### src/rtl/ptw_sched_pkg.sv
package ptw_sched_pkg;
  typedef enum logic [1:0] {
    PICK_NONE  = 2'd0,
    PICK_READ  = 2'd1,
    PICK_WRITE = 2'd2
  } pick_e;
endpackage

### src/rtl/ptw_wb_fifo.sv
module ptw_wb_fifo #(
  parameter int DEPTH = 4,
  parameter int WIDTH = 8,
  localparam int PW = (DEPTH > 1) ? $clog2(DEPTH) : 1,
  localparam int CW = $clog2(DEPTH + 1)
) (
  input  logic             clk,
  input  logic             rst,
  input  logic             push_a,
  input  logic [WIDTH-1:0] din_a,
  input  logic             push_b,
  input  logic [WIDTH-1:0] din_b,
  input  logic             pop,
  output logic [WIDTH-1:0] dout,
  output logic [CW-1:0]    count,
  output logic             empty
);
  logic [WIDTH-1:0] store [DEPTH];
  logic [PW-1:0]    wr_ptr, rd_ptr;

  function automatic logic [PW-1:0] step(input logic [PW-1:0] p, input int n);
    int s;
    s = int'(p) + n;
    if (s >= DEPTH) s = s - DEPTH;
    return PW'(s);
  endfunction

  // push_a (replayed write) lands ahead of push_b (walker write) in the same cycle
  always_ff @(posedge clk) begin
    if (push_a) store[wr_ptr] <= din_a;
    if (push_b) store[push_a ? step(wr_ptr, 1) : wr_ptr] <= din_b;
  end

  always_ff @(posedge clk) begin
    if (rst) begin
      wr_ptr <= '0;
      rd_ptr <= '0;
      count  <= '0;
    end else begin
      wr_ptr <= step(wr_ptr, int'(push_a) + int'(push_b));
      if (pop) rd_ptr <= step(rd_ptr, 1);
      count <= CW'(int'(count) + int'(push_a) + int'(push_b) - int'(pop));
    end
  end

  assign dout  = store[rd_ptr];
  assign empty = (count == '0);


  no_overflow_chk: assert property (@(posedge clk) disable iff (rst)
    (int'(count) + int'(push_a) + int'(push_b) - int'(pop)) <= DEPTH);


  no_underflow_chk: assert property (@(posedge clk) disable iff (rst)
    pop |-> (count != '0));
endmodule

### src/rtl/ptw_port_tx.sv
module ptw_port_tx
  import ptw_sched_pkg::*;
#(
  parameter int ADDR_W = 32,
  parameter int DATA_W = 64,
  parameter int CNT_W  = 3
) (
  input  logic              clk,
  input  logic              rst,
  input  logic              rd_pend,
  input  logic [ADDR_W-1:0] rd_addr,
  input  logic              rd_unc,
  input  logic              wq_empty,
  input  logic [ADDR_W-1:0] wq_addr,
  input  logic [DATA_W-1:0] wq_data,
  input  logic              wq_unc,
  input  logic              mem_req_ready,
  input  logic              mem_retry,
  input  logic              rsp_seen,
  output logic              mem_req_valid,
  output logic              mem_req_write,
  output logic [ADDR_W-1:0] mem_req_addr,
  output logic [DATA_W-1:0] mem_req_wdata,
  output logic              mem_req_unc,
  output logic              take_rd,
  output logic              take_wr,
  output logic [CNT_W-1:0]  inflight
);
  pick_e pick;
  logic  retrying;
  logic  fire;

  always_comb begin
    pick = PICK_NONE;
    if (!retrying) begin
      if (rd_pend)        pick = PICK_READ;
      else if (!wq_empty) pick = PICK_WRITE;
    end
  end

  assign mem_req_valid = (pick != PICK_NONE);
  assign mem_req_write = (pick == PICK_WRITE);
  assign mem_req_addr  = mem_req_write ? wq_addr : rd_addr;
  assign mem_req_wdata = mem_req_write ? wq_data : '0;
  assign mem_req_unc   = mem_req_write ? wq_unc  : rd_unc;

  assign fire    = mem_req_valid && mem_req_ready;
  assign take_rd = fire && (pick == PICK_READ);
  assign take_wr = fire && (pick == PICK_WRITE);

  always_ff @(posedge clk) begin
    if (rst) begin
      retrying <= 1'b0;
      inflight <= '0;
    end else begin
      if (mem_req_valid && !mem_req_ready) retrying <= 1'b1;
      else if (mem_retry)                  retrying <= 1'b0;
      inflight <= CNT_W'(int'(inflight) + int'(fire) - int'(rsp_seen));
    end
  end


  quiet_after_refuse_chk: assert property (@(posedge clk) disable iff (rst)
    (mem_req_valid && !mem_req_ready) |=> !mem_req_valid);


  read_first_chk: assert property (@(posedge clk) disable iff (rst)
    (mem_req_valid && mem_req_write) |-> !rd_pend);


  inflight_floor_chk: assert property (@(posedge clk) disable iff (rst)
    rsp_seen |-> (inflight != '0));
endmodule

### src/rtl/ptw_req_sched.sv
module ptw_req_sched #(
  parameter int ADDR_W   = 32,
  parameter int DATA_W   = 64,
  parameter int WQ_DEPTH = 4
) (
  input  logic              clk,
  input  logic              rst,
  input  logic              wk_rd_push,
  input  logic [ADDR_W-1:0] wk_rd_addr,
  input  logic              wk_rd_unc,
  output logic              wk_rd_ready,
  input  logic              wk_wr_push,
  input  logic [ADDR_W-1:0] wk_wr_addr,
  input  logic [DATA_W-1:0] wk_wr_data,
  input  logic              wk_wr_unc,
  output logic              wk_wr_ready,
  output logic              wk_rsp_valid,
  output logic [DATA_W-1:0] wk_rsp_data,
  output logic              walk_done,
  output logic              mem_req_valid,
  input  logic              mem_req_ready,
  output logic              mem_req_write,
  output logic [ADDR_W-1:0] mem_req_addr,
  output logic [DATA_W-1:0] mem_req_wdata,
  output logic              mem_req_unc,
  input  logic              mem_retry,
  input  logic              mem_rsp_valid,
  input  logic              mem_rsp_nack,
  input  logic              mem_rsp_write,
  input  logic [ADDR_W-1:0] mem_rsp_addr,
  input  logic [DATA_W-1:0] mem_rsp_wdata,
  input  logic              mem_rsp_unc,
  input  logic [DATA_W-1:0] mem_rsp_data
);
  localparam int EW    = 1 + ADDR_W + DATA_W;
  localparam int CW    = $clog2(WQ_DEPTH + 1);
  localparam int CNT_W = $clog2(WQ_DEPTH + 2);

  logic              rd_pend, rd_out, busy;
  logic [ADDR_W-1:0] rd_addr_q;
  logic              rd_unc_q;
  logic [CW-1:0]     wq_count;
  logic              wq_empty;
  logic [EW-1:0]     wq_head;
  logic              take_rd, take_wr;
  logic [CNT_W-1:0]  inflight;
  logic              rd_accept, wr_accept;
  logic              rsp_rd_ok, nack_rd, nack_wr, done_cond;

  assign wk_rd_ready = !rd_pend && !rd_out;
  assign wk_wr_ready = (int'(wq_count) + int'(inflight)) < WQ_DEPTH;
  assign rd_accept   = wk_rd_push && wk_rd_ready;
  assign wr_accept   = wk_wr_push && wk_wr_ready;

  assign rsp_rd_ok = mem_rsp_valid && !mem_rsp_nack && !mem_rsp_write;
  assign nack_rd   = mem_rsp_valid &&  mem_rsp_nack && !mem_rsp_write;
  assign nack_wr   = mem_rsp_valid &&  mem_rsp_nack &&  mem_rsp_write;

  ptw_wb_fifo #(.DEPTH(WQ_DEPTH), .WIDTH(EW)) i_wb_fifo (
    .clk    (clk),
    .rst    (rst),
    .push_a (nack_wr),
    .din_a  ({mem_rsp_unc, mem_rsp_addr, mem_rsp_wdata}),
    .push_b (wr_accept),
    .din_b  ({wk_wr_unc, wk_wr_addr, wk_wr_data}),
    .pop    (take_wr),
    .dout   (wq_head),
    .count  (wq_count),
    .empty  (wq_empty)
  );

  ptw_port_tx #(.ADDR_W(ADDR_W), .DATA_W(DATA_W), .CNT_W(CNT_W)) i_port_tx (
    .clk           (clk),
    .rst           (rst),
    .rd_pend       (rd_pend),
    .rd_addr       (rd_addr_q),
    .rd_unc        (rd_unc_q),
    .wq_empty      (wq_empty),
    .wq_addr       (wq_head[EW-2 -: ADDR_W]),
    .wq_data       (wq_head[DATA_W-1:0]),
    .wq_unc        (wq_head[EW-1]),
    .mem_req_ready (mem_req_ready),
    .mem_retry     (mem_retry),
    .rsp_seen      (mem_rsp_valid),
    .mem_req_valid (mem_req_valid),
    .mem_req_write (mem_req_write),
    .mem_req_addr  (mem_req_addr),
    .mem_req_wdata (mem_req_wdata),
    .mem_req_unc   (mem_req_unc),
    .take_rd       (take_rd),
    .take_wr       (take_wr),
    .inflight      (inflight)
  );

  // read slot: one read pending or outstanding at any time
  always_ff @(posedge clk) begin
    if (rst) begin
      rd_pend   <= 1'b0;
      rd_out    <= 1'b0;
      rd_addr_q <= '0;
      rd_unc_q  <= 1'b0;
    end else begin
      if (rd_accept) begin
        rd_pend   <= 1'b1;
        rd_addr_q <= wk_rd_addr;
        rd_unc_q  <= wk_rd_unc;
      end else if (nack_rd) begin
        rd_pend   <= 1'b1;
        rd_addr_q <= mem_rsp_addr;
        rd_unc_q  <= mem_rsp_unc;
      end else if (take_rd) begin
        rd_pend   <= 1'b0;
      end
      if (take_rd)                             rd_out <= 1'b1;
      else if (mem_rsp_valid && !mem_rsp_write) rd_out <= 1'b0;
    end
  end

  assign done_cond = busy && !rd_pend && !rd_out && wq_empty &&
                     (inflight == '0) && !rd_accept && !wr_accept;

  always_ff @(posedge clk) begin
    if (rst) begin
      busy         <= 1'b0;
      walk_done    <= 1'b0;
      wk_rsp_valid <= 1'b0;
      wk_rsp_data  <= '0;
    end else begin
      if (rd_accept || wr_accept) busy <= 1'b1;
      else if (done_cond)         busy <= 1'b0;
      walk_done    <= done_cond;
      wk_rsp_valid <= rsp_rd_ok;
      if (rsp_rd_ok) wk_rsp_data <= mem_rsp_data;
    end
  end


  done_pulse_chk: assert property (@(posedge clk) disable iff (rst)
    walk_done |=> !walk_done);


  done_idle_chk: assert property (@(posedge clk) disable iff (rst)
    walk_done |-> ((inflight == '0) && wq_empty && !rd_pend));


  single_read_chk: assert property (@(posedge clk) disable iff (rst)
    rd_pend |-> !rd_out);


  rsp_from_read_chk: assert property (@(posedge clk) disable iff (rst)
    (mem_rsp_valid && !mem_rsp_write) |-> rd_out);
endmodule

### config.mk
export PLATFORM = sky130hd
export DESIGN_NAME = ptw_req_sched
export DESIGN_NICKNAME = d
export VERILOG_FILES = /design/src/rtl/ptw_sched_pkg.sv /design/src/rtl/ptw_wb_fifo.sv /design/src/rtl/ptw_port_tx.sv /design/src/rtl/ptw_req_sched.sv
export SDC_FILE = /design/constraint.sdc
export NUM_CORES = 1
export LEC_CHECK = 0
export BUFFER_PORTS_ARGS = -buffer_cell sky130_fd_sc_hd__buf_4
export CORE_MARGIN = 3
export CORE_UTILIZATION = 40
export CTS_BUF_LIST = sky130_fd_sc_hd__clkbuf_4
export DETAILED_ROUTE_END_ITERATION = 6
export PLACE_DENSITY = 0.67
export SETUP_SLACK_MARGIN = 0.4
export SLEW_MARGIN = 0
export SYNTH_ARGS = -nofsm -noshare
export SYNTH_HDL_FRONTEND = slang
export SYNTH_HIERARCHICAL = 1
export SYNTH_SLANG_ARGS = --single-unit
### constraint.sdc
create_clock -name clk -period 6.62 [get_ports clk]
set_input_delay 1.324 -clock clk [delete_from_list [all_inputs] [get_ports clk]]
set_output_delay 1.324 -clock clk [all_outputs]
set_load 0.01 [all_outputs]
==> metrics.txt, run 1 <==
Max-slew headroom=approximately 12%; Bufs on Longest Clock Path=3; portion of the post-synthesis area used by sequential elements=57.32%; measured slew at the worst slew-check pin=1.313 ns; GRT Overall Usage=a little over a fifth; register bit total from synthesis=503; depth of the worst register-to-register path=7; Final nets=roughly 2400; total DRC errors in the routed layout=0; critical path data arrival time=between 3 and 4 ns; placed insts=~2800; number of hold buffers added after cts=0; vias in the first global route=between 15000 and 20000; number of endpoints with negative hold slack in the final report=0; sequential fraction of design power=39.6%; Comb pwr share=between 30 and 40%; commonest register cell after synthesis=edfxtp_1; cell types with the highest counts after synthesis=edfxtp_1, mux2_2, nand2_1, dfxtp_1, mux4_2; total detailed-routing wirelength=69.28 mm; number of pins with negative max-slew slack in the final report=0; routed wirelength normalized by instance count=around 23 um; slowest stage cell on the critical path=dfxtp_4; Syn Inst Count=~1600; area inside the core boundary=approximately 0.060 mm^2; most repeated library cell on the critical path=buf_4; clock latency reported for the late side of the worst-skew pair=0.96 ns; fraction of registers with async set or reset after synthesis=0%; Synth-to-Final Area Change=24.80%; Chip Height=around 250 um; initial antenna violation count=21; Warnings, synthesis=6; required time at the worst-slack endpoint=5.30 ns; Min-Delay Path Depth=2; top achievable clock speed=between 0.2 and 0.25 GHz; final estimated routing congestion in global placement=about 0.79; final setup skew=~0.051 ns; power density normalized to cell area=361.4 mW/mm^2; initial drt markers=roughly 1100; launching element type of the critical path=flip-flop; I/O pin count=between 400 and 500; post-route cell area=around 0.030 mm^2; result of the run=completed; Horiz. Die Dim=between 200 and 300 um; global route overflow=0; H-tree level count=4; end point of the most critical hold path=wk_rsp_data[63]; CTS tree=built; post-route antenna net violation count=0; min cycle time layout=between 4 and 5 ns; HP Class=reg2reg; placement-stage worst setup slack=approximately 1.8 ns; worst reg2reg path endpoint=i_wb_fifo/store[3][17]; switching share of power=30.22%; global-route wire length before repair=slightly above 100 mm; number of clock sinks=just over 500; Synth Area per Inst=approximately 15 um^2; post_cts resized=0; number of synthesized flops with an enable pin=388; Detailed Routing Iterations Pass 1=5; Crit Reg-Reg Startpoint=i_port_tx/inflight[2]; total standard cell area after synthesis=around 0.024 mm^2; critical path type=reg2out; top-count cell post-synth=edfxtp_1; Post-CTS Setup Bufs=0; clock-pin slew on the worst setup and hold paths=around 0.060 ns; share of the synthesized area in the top cell type=between 40 and 50%; pin count of the biggest net entering global routing=98; clock share of power=27.5%; leakage power=approximately 11 nW; DPL Wire Length=44.13 mm; post-route clock period utilization=71.95%; total negative slack for setup checks=0 ns; post-route setup slack=about 1.9 ns; initial core utilization=around two fifths; cell accounting for the most synthesized area=edfxtp_1; Area contributors post-synth=edfxtp_1, mux2_2, dfxtp_1; crit path max fanout=between 60 and 70; crit-path max cell delay=roughly 1.1 ns; Worst Hold Launch=wk_rsp_data[63]; share of post-route cells with drive strength above 1=~57%; CP top delay family=flip-flops; post-route non-filler standard cell count=~3000; Rows=89; number of buffer and inverter stages on the critical path=2; vias after detailed routing=between 15000 and 20000; Peak supply drop=0.0003352 V; cell-internal power=between 7 and 8 mW; Post-Synthesis Net Count=between 1500 and 2000; number of clock buffers inserted by TritonCTS=~140; setup slack, reg-to-reg=approximately 2.7 ns; Root Buffer=clkbuf_4; critical path, cell by cell=buf_4 > mux4_2 > and2_1 > buf_4; final core utilization=between 50 and 60%; Power Total=between 10 and 15 mW; number of maximum-capacitance violations=0; final count of negative-setup-slack endpoints=0; Crit. End Element=output pin; routed vias/inst=5.310; Netlist cell types=45; RSZ-0062 raised after global routing=false; Cell Area, Placed=roughly 0.028 mm^2; Worst Hold Slack=around 0.45 ns; net load switching power=roughly 3.3 mW; Die ar.=0.06386 mm^2; input/output buffers=about 470
-- cell type report --
type | count | area [um^2]
Clock buffer | 211 | 1584
Multi-Input combinational cell | 983 | 9732
Tap cell | 773 | 967.2
Inverter | 12 | 45.04
Sequential cell | 503 | 13960
Timing Repair Buffer | 493 | 3751
Clock inverter | 27 | 295.3
Antenna cell | 19 | 47.55
Fill cell | 5118 | 29190
-- flip-flops by register name, summed over array words and instances (netlist names), 2 cells and up, named ones only --
signal	cells
i_wb_fifo/store	388
wk_rsp_data	64
rd_addr_q	32
i_port_tx/inflight	3
i_wb_fifo/count	3
i_wb_fifo/rd_ptr	2
i_wb_fifo/wr_ptr	2
-- worst max-delay path by stage --
stage,start,end,slack [ns],depth (start not counted)
finish,flip-flop,mem_req_wdata[21],1.86,4
global route,flip-flop,mem_req_wdata[45],1.56,4
CTS,flip-flop,mem_req_wdata[8],1.62,4
detailed placement,mem_rsp_nack,i_wb_fifo/store[3][77],1.84,7
global placement,mem_rsp_nack,i_wb_fifo/store[3][77],1.83,7
floorplan,mem_rsp_nack,i_wb_fifo/store[0][0],1.45,7
-- logic make-up after synthesis --
| group | Yosys count | share of synthesized area, % |
|---|---|---|
| compound gates | 106 | 3.238 |
| xor+xnor | 7 | 0.2518 |
| fa+ha+maj | 14 | 0.8429 |
| buf+inv | 126 | 2.883 |
| flops | 503 | 57.32 |
| mux | 519 | 29.09 |
| simple gates | 337 | 6.378 |
-- power groups by stage --
stage	Clock (mW)	Sequential [mW]	Combinational [mW]
3_3_place_gp	0	4.39	3.64
4_1_cts	3.13	4.36	3.69
6_report	3.01	4.35	3.62
5_1_grt	3.29	4.40	3.88
2_1_floorplan	0	4.36	2.36
3_5_place_dp	0	4.42	3.66
-- tightest hold or removal path: stages, from the launching register on --
cell     delay [ns]
dfxtp_1        0.30
nand2_1        0.05
a21oi_1        0.05
-- layer usage --
layer,global-route usage (%),routed length (um),vias to the layer above,share of wire (%)
li1,-,-,7285,-
met1,25.23,26970,7962,39
met2,35.73,34250,663,49
met3,8.006,6385,116,9.2
met4,7.926,1553,16,2.2
met5,0,129,-,0.19
-- cells in the final DEF (no fill, tap or decap), types with 10 or more instances in the layout --
cell type  instances
buf_4            489
and2_1            64
mux2_4            38
a311oi_1          14
diode_2           19
nor2_1            45
dfxtp_1          113
clkinv_1          16
clkbuf_4         211
ha_1              10
a21oi_1           67
inv_1             12
nand2_1          197
mux2_2           383
edfxtp_1         388
a311oi_2          19
mux4_2            97
Power figures use the tool's default switching activity.
==> run 2, diff against run 1 <==
clock period = 4.9 ns   (was 6.62 ns; I/O delays follow)
==> run 2 against run 1 <==
  * Die area is the same
  * Non-clock buffer count grew 4
  * Clock skew grew 0.0078 ns
  * Via count shrank 0.82%
  * Clock power grew 28%
  * Global-route usage shrank 0.65 points
  * Final cell count shrank 0.30%
==> metrics.txt, run 2 (synthesis gave the netlist of run 1 again) <==
I/O pin count=467 (unchanged); launching element type of the critical path=flip-flop (unchanged); input/output buffers=466 (unchanged); Chip Height=252.7 um (unchanged); Bufs on Longest Clock Path=3 (unchanged); Final nets=2451 (was 2448); number of hold buffers added after cts=0 (unchanged); placed insts=2768 (was 2764); number of clock sinks=503 (unchanged); placement-stage worst setup slack=1.279 ns (was 1.840 ns); GRT Overall Usage=20.74% (was 21.39%); HP Class=in2reg (was reg2reg); clock latency reported for the late side of the worst-skew pair=0.94 ns (was 0.96 ns); CTS tree=built (unchanged); Crit. End Element=output pin (unchanged); Die ar.=0.06386 mm^2 (unchanged); flip-flop count of the largest register, all copies and words added=388 (unchanged); worst reg2reg path endpoint=i_wb_fifo/count[2] (was i_wb_fifo/store[3][17]); Max-slew headroom=33.41% (was 12.47%); RSZ-0062 raised after global routing=false (unchanged); DPL Wire Length=40.90 mm (was 44.13 mm); most repeated library cell on the critical path=buf_4 (unchanged); total negative slack for setup checks=0 ns (unchanged); routed wirelength normalized by instance count=22.28 um (was 22.93 um); initial antenna violation count=9 (was 21); slowest stage cell on the critical path=dfxtp_4 (unchanged); measured slew at the worst slew-check pin=0.9850 ns (was 1.313 ns); number of maximum-capacitance violations=0 (unchanged); vias after detailed routing=15910 (was 16040); Post-CTS Setup Bufs=0 (unchanged); Synth-to-Final Area Change=24.78% (was 24.80%); total detailed-routing wirelength=67.10 mm (was 69.28 mm); area inside the core boundary=0.05958 mm^2 (unchanged); Rows=89 (unchanged); largest registers=i_wb_fifo/store: 388 flops, wk_rsp_data: 64 flops, rd_addr_q: 32 flops (unchanged); result of the run=completed (unchanged); vias in the first global route=16780 (was 16830); highest-count cells in the layout ignoring fill and taps=buf_4, edfxtp_1, mux2_2, clkbuf_4, nand2_1 (unchanged); top register by number of flip-flops=i_wb_fifo/store (unchanged); end point of the most critical hold path=wk_rsp_data[60] (was wk_rsp_data[63]); setup slack, reg-to-reg=1.61 ns (was 2.71 ns); total DRC errors in the routed layout=0 (unchanged); initial core utilization=40.86% (unchanged); post-route non-filler standard cell count=3012 (was 3021); global route overflow=0 (unchanged); final estimated routing congestion in global placement=0.7694 (was 0.7940); top achievable clock speed=roughly 0.24 GHz; share of post-route cells with drive strength above 1=56.87% (was 57.02%); Root Buffer=clkbuf_4 (unchanged); depth of the worst register-to-register path=11 (was 7); pin count of the biggest net entering global routing=71 (was 98); routed vias/inst=5.283 (was 5.310); crit path max fanout=27 (was 64); global-route wire length before repair=99.71 mm (was 102.1 mm); Detailed Routing Iterations Pass 1=5 (unchanged); critical path type=reg2out (unchanged); post-route clock period utilization=between 80% and 90%; required time at the worst-slack endpoint=3.92 ns (was 5.30 ns); most common cell after layout, fill and taps aside=buf_4 (unchanged); number of clock buffers inserted by TritonCTS=140 (was 141); final count of negative-setup-slack endpoints=0 (unchanged); Min-Delay Path Depth=3 (was 2); post_cts resized=0 (unchanged); post-route setup slack=0.8063 ns (was 1.857 ns); number of pins with negative max-slew slack in the final report=0 (unchanged); post-route antenna net violation count=0 (unchanged); Horiz. Die Dim=252.7 um (unchanged); number of fill cells in the layout=5140 (was 5118); leakage power=11.18 nW (was 11.20 nW); final core utilization=50.99% (was 51.00%); Worst Hold Launch=mem_rsp_data[60] (was wk_rsp_data[63]); initial drt markers=854 (was 1104); final setup skew=0.05884 ns (was 0.05106 ns); critical path, cell by cell=buf_4 > mux4_2 > mux2_2 > buf_4 (was buf_4 > mux4_2 > and2_1 > buf_4); crit-path max cell delay=0.79 ns (was 1.12 ns); min cycle time layout=4.094 ns; Peak supply drop=0.0002769 V (was 0.0003352 V); Crit Reg-Reg Startpoint=i_port_tx/inflight[2] (unchanged); critical path data arrival time=3.11 ns (was 3.44 ns); power density normalized to cell area=481.3 mW/mm^2 (was 361.4 mW/mm^2); H-tree level count=4 (unchanged); clock-pin slew on the worst setup and hold paths=0.06 ns (about the same); number of endpoints with negative hold slack in the final report=0 (unchanged)
[run 2: cell count changes in the layout (fill, tap and decap cells not counted), sizes merged]
cell and delta:
inv +4, clkbuf -7, clkinv +6, buf +4
bufinv -4, clkinvlp +3, diode -15
[run 2: routing by layer]
metal,track usage [%],up-vias,routed length (um)
li1,-,7269,-
met1,25.92,7922,27790
met2,32.81,594,31460
met3,7.975,116,6214
met4,7.744,10,1570
met5,0,-,64
[run 2: final cells by class]
cell class | instances | area (um^2) | share of cell area (%)
diodes | 4 | 10.01 | 0.03295
clock buffers | 204 | 1531 | 5.042
clock inverters | 36 | 249.0 | 0.8197
inverters | 12 | 45.04 | 0.1483
multi-input cells | 983 | 9732 | 32.04
flip-flops and latches | 503 | 13960 | 45.96
well taps | 773 | 967.2 | 3.184
repair buffers | 497 | 3881 | 12.78
[run 2: worst max-delay path, delay by kind of cell (launching register included)]
family / cells / cell delay, ns
mux: 2 / 0.86
buf+inv: 2 / 0.58
flops: 1 / 0.79
[run 2: report_power, final]
part,switching (mW),internal [mW],leakage (nW)
clock,1.78,2.06,1.05
combinational,2.46,2.48,5.64
sequential,0.246,5.60,4.49
total,4.48,10.1,11.2
[run 2: how the worst max path moves through the flow]
stage                           from                    end  slack, ns  cells after the start
final                      flip-flop        mem_req_addr[4]       0.81                      4
after global routing       flip-flop        mem_req_addr[4]       0.55                      4
after CTS                  flip-flop        mem_req_addr[4]       0.59                      4
after detailed placement  wk_wr_push     i_wb_fifo/count[2]       1.28                     11
after global placement    wk_wr_push     i_wb_fifo/count[2]       1.26                     11
after floorplan           wk_wr_push  i_wb_fifo/store[2][0]       0.93                      7
[run 2: metrics by stage]
stage          instance area (um^2)  hold WS, ns  power (mW)
3_5_place_dp                  28590       0.4491       10.92
3_3_place_gp                  28590       0.4431       10.85
2_1_floorplan                 24350       0.4356       9.041
6_report                      30380       0.2985       14.62
4_1_cts                       30370       0.1341       14.87
5_1_grt                       30370       0.1797       15.44
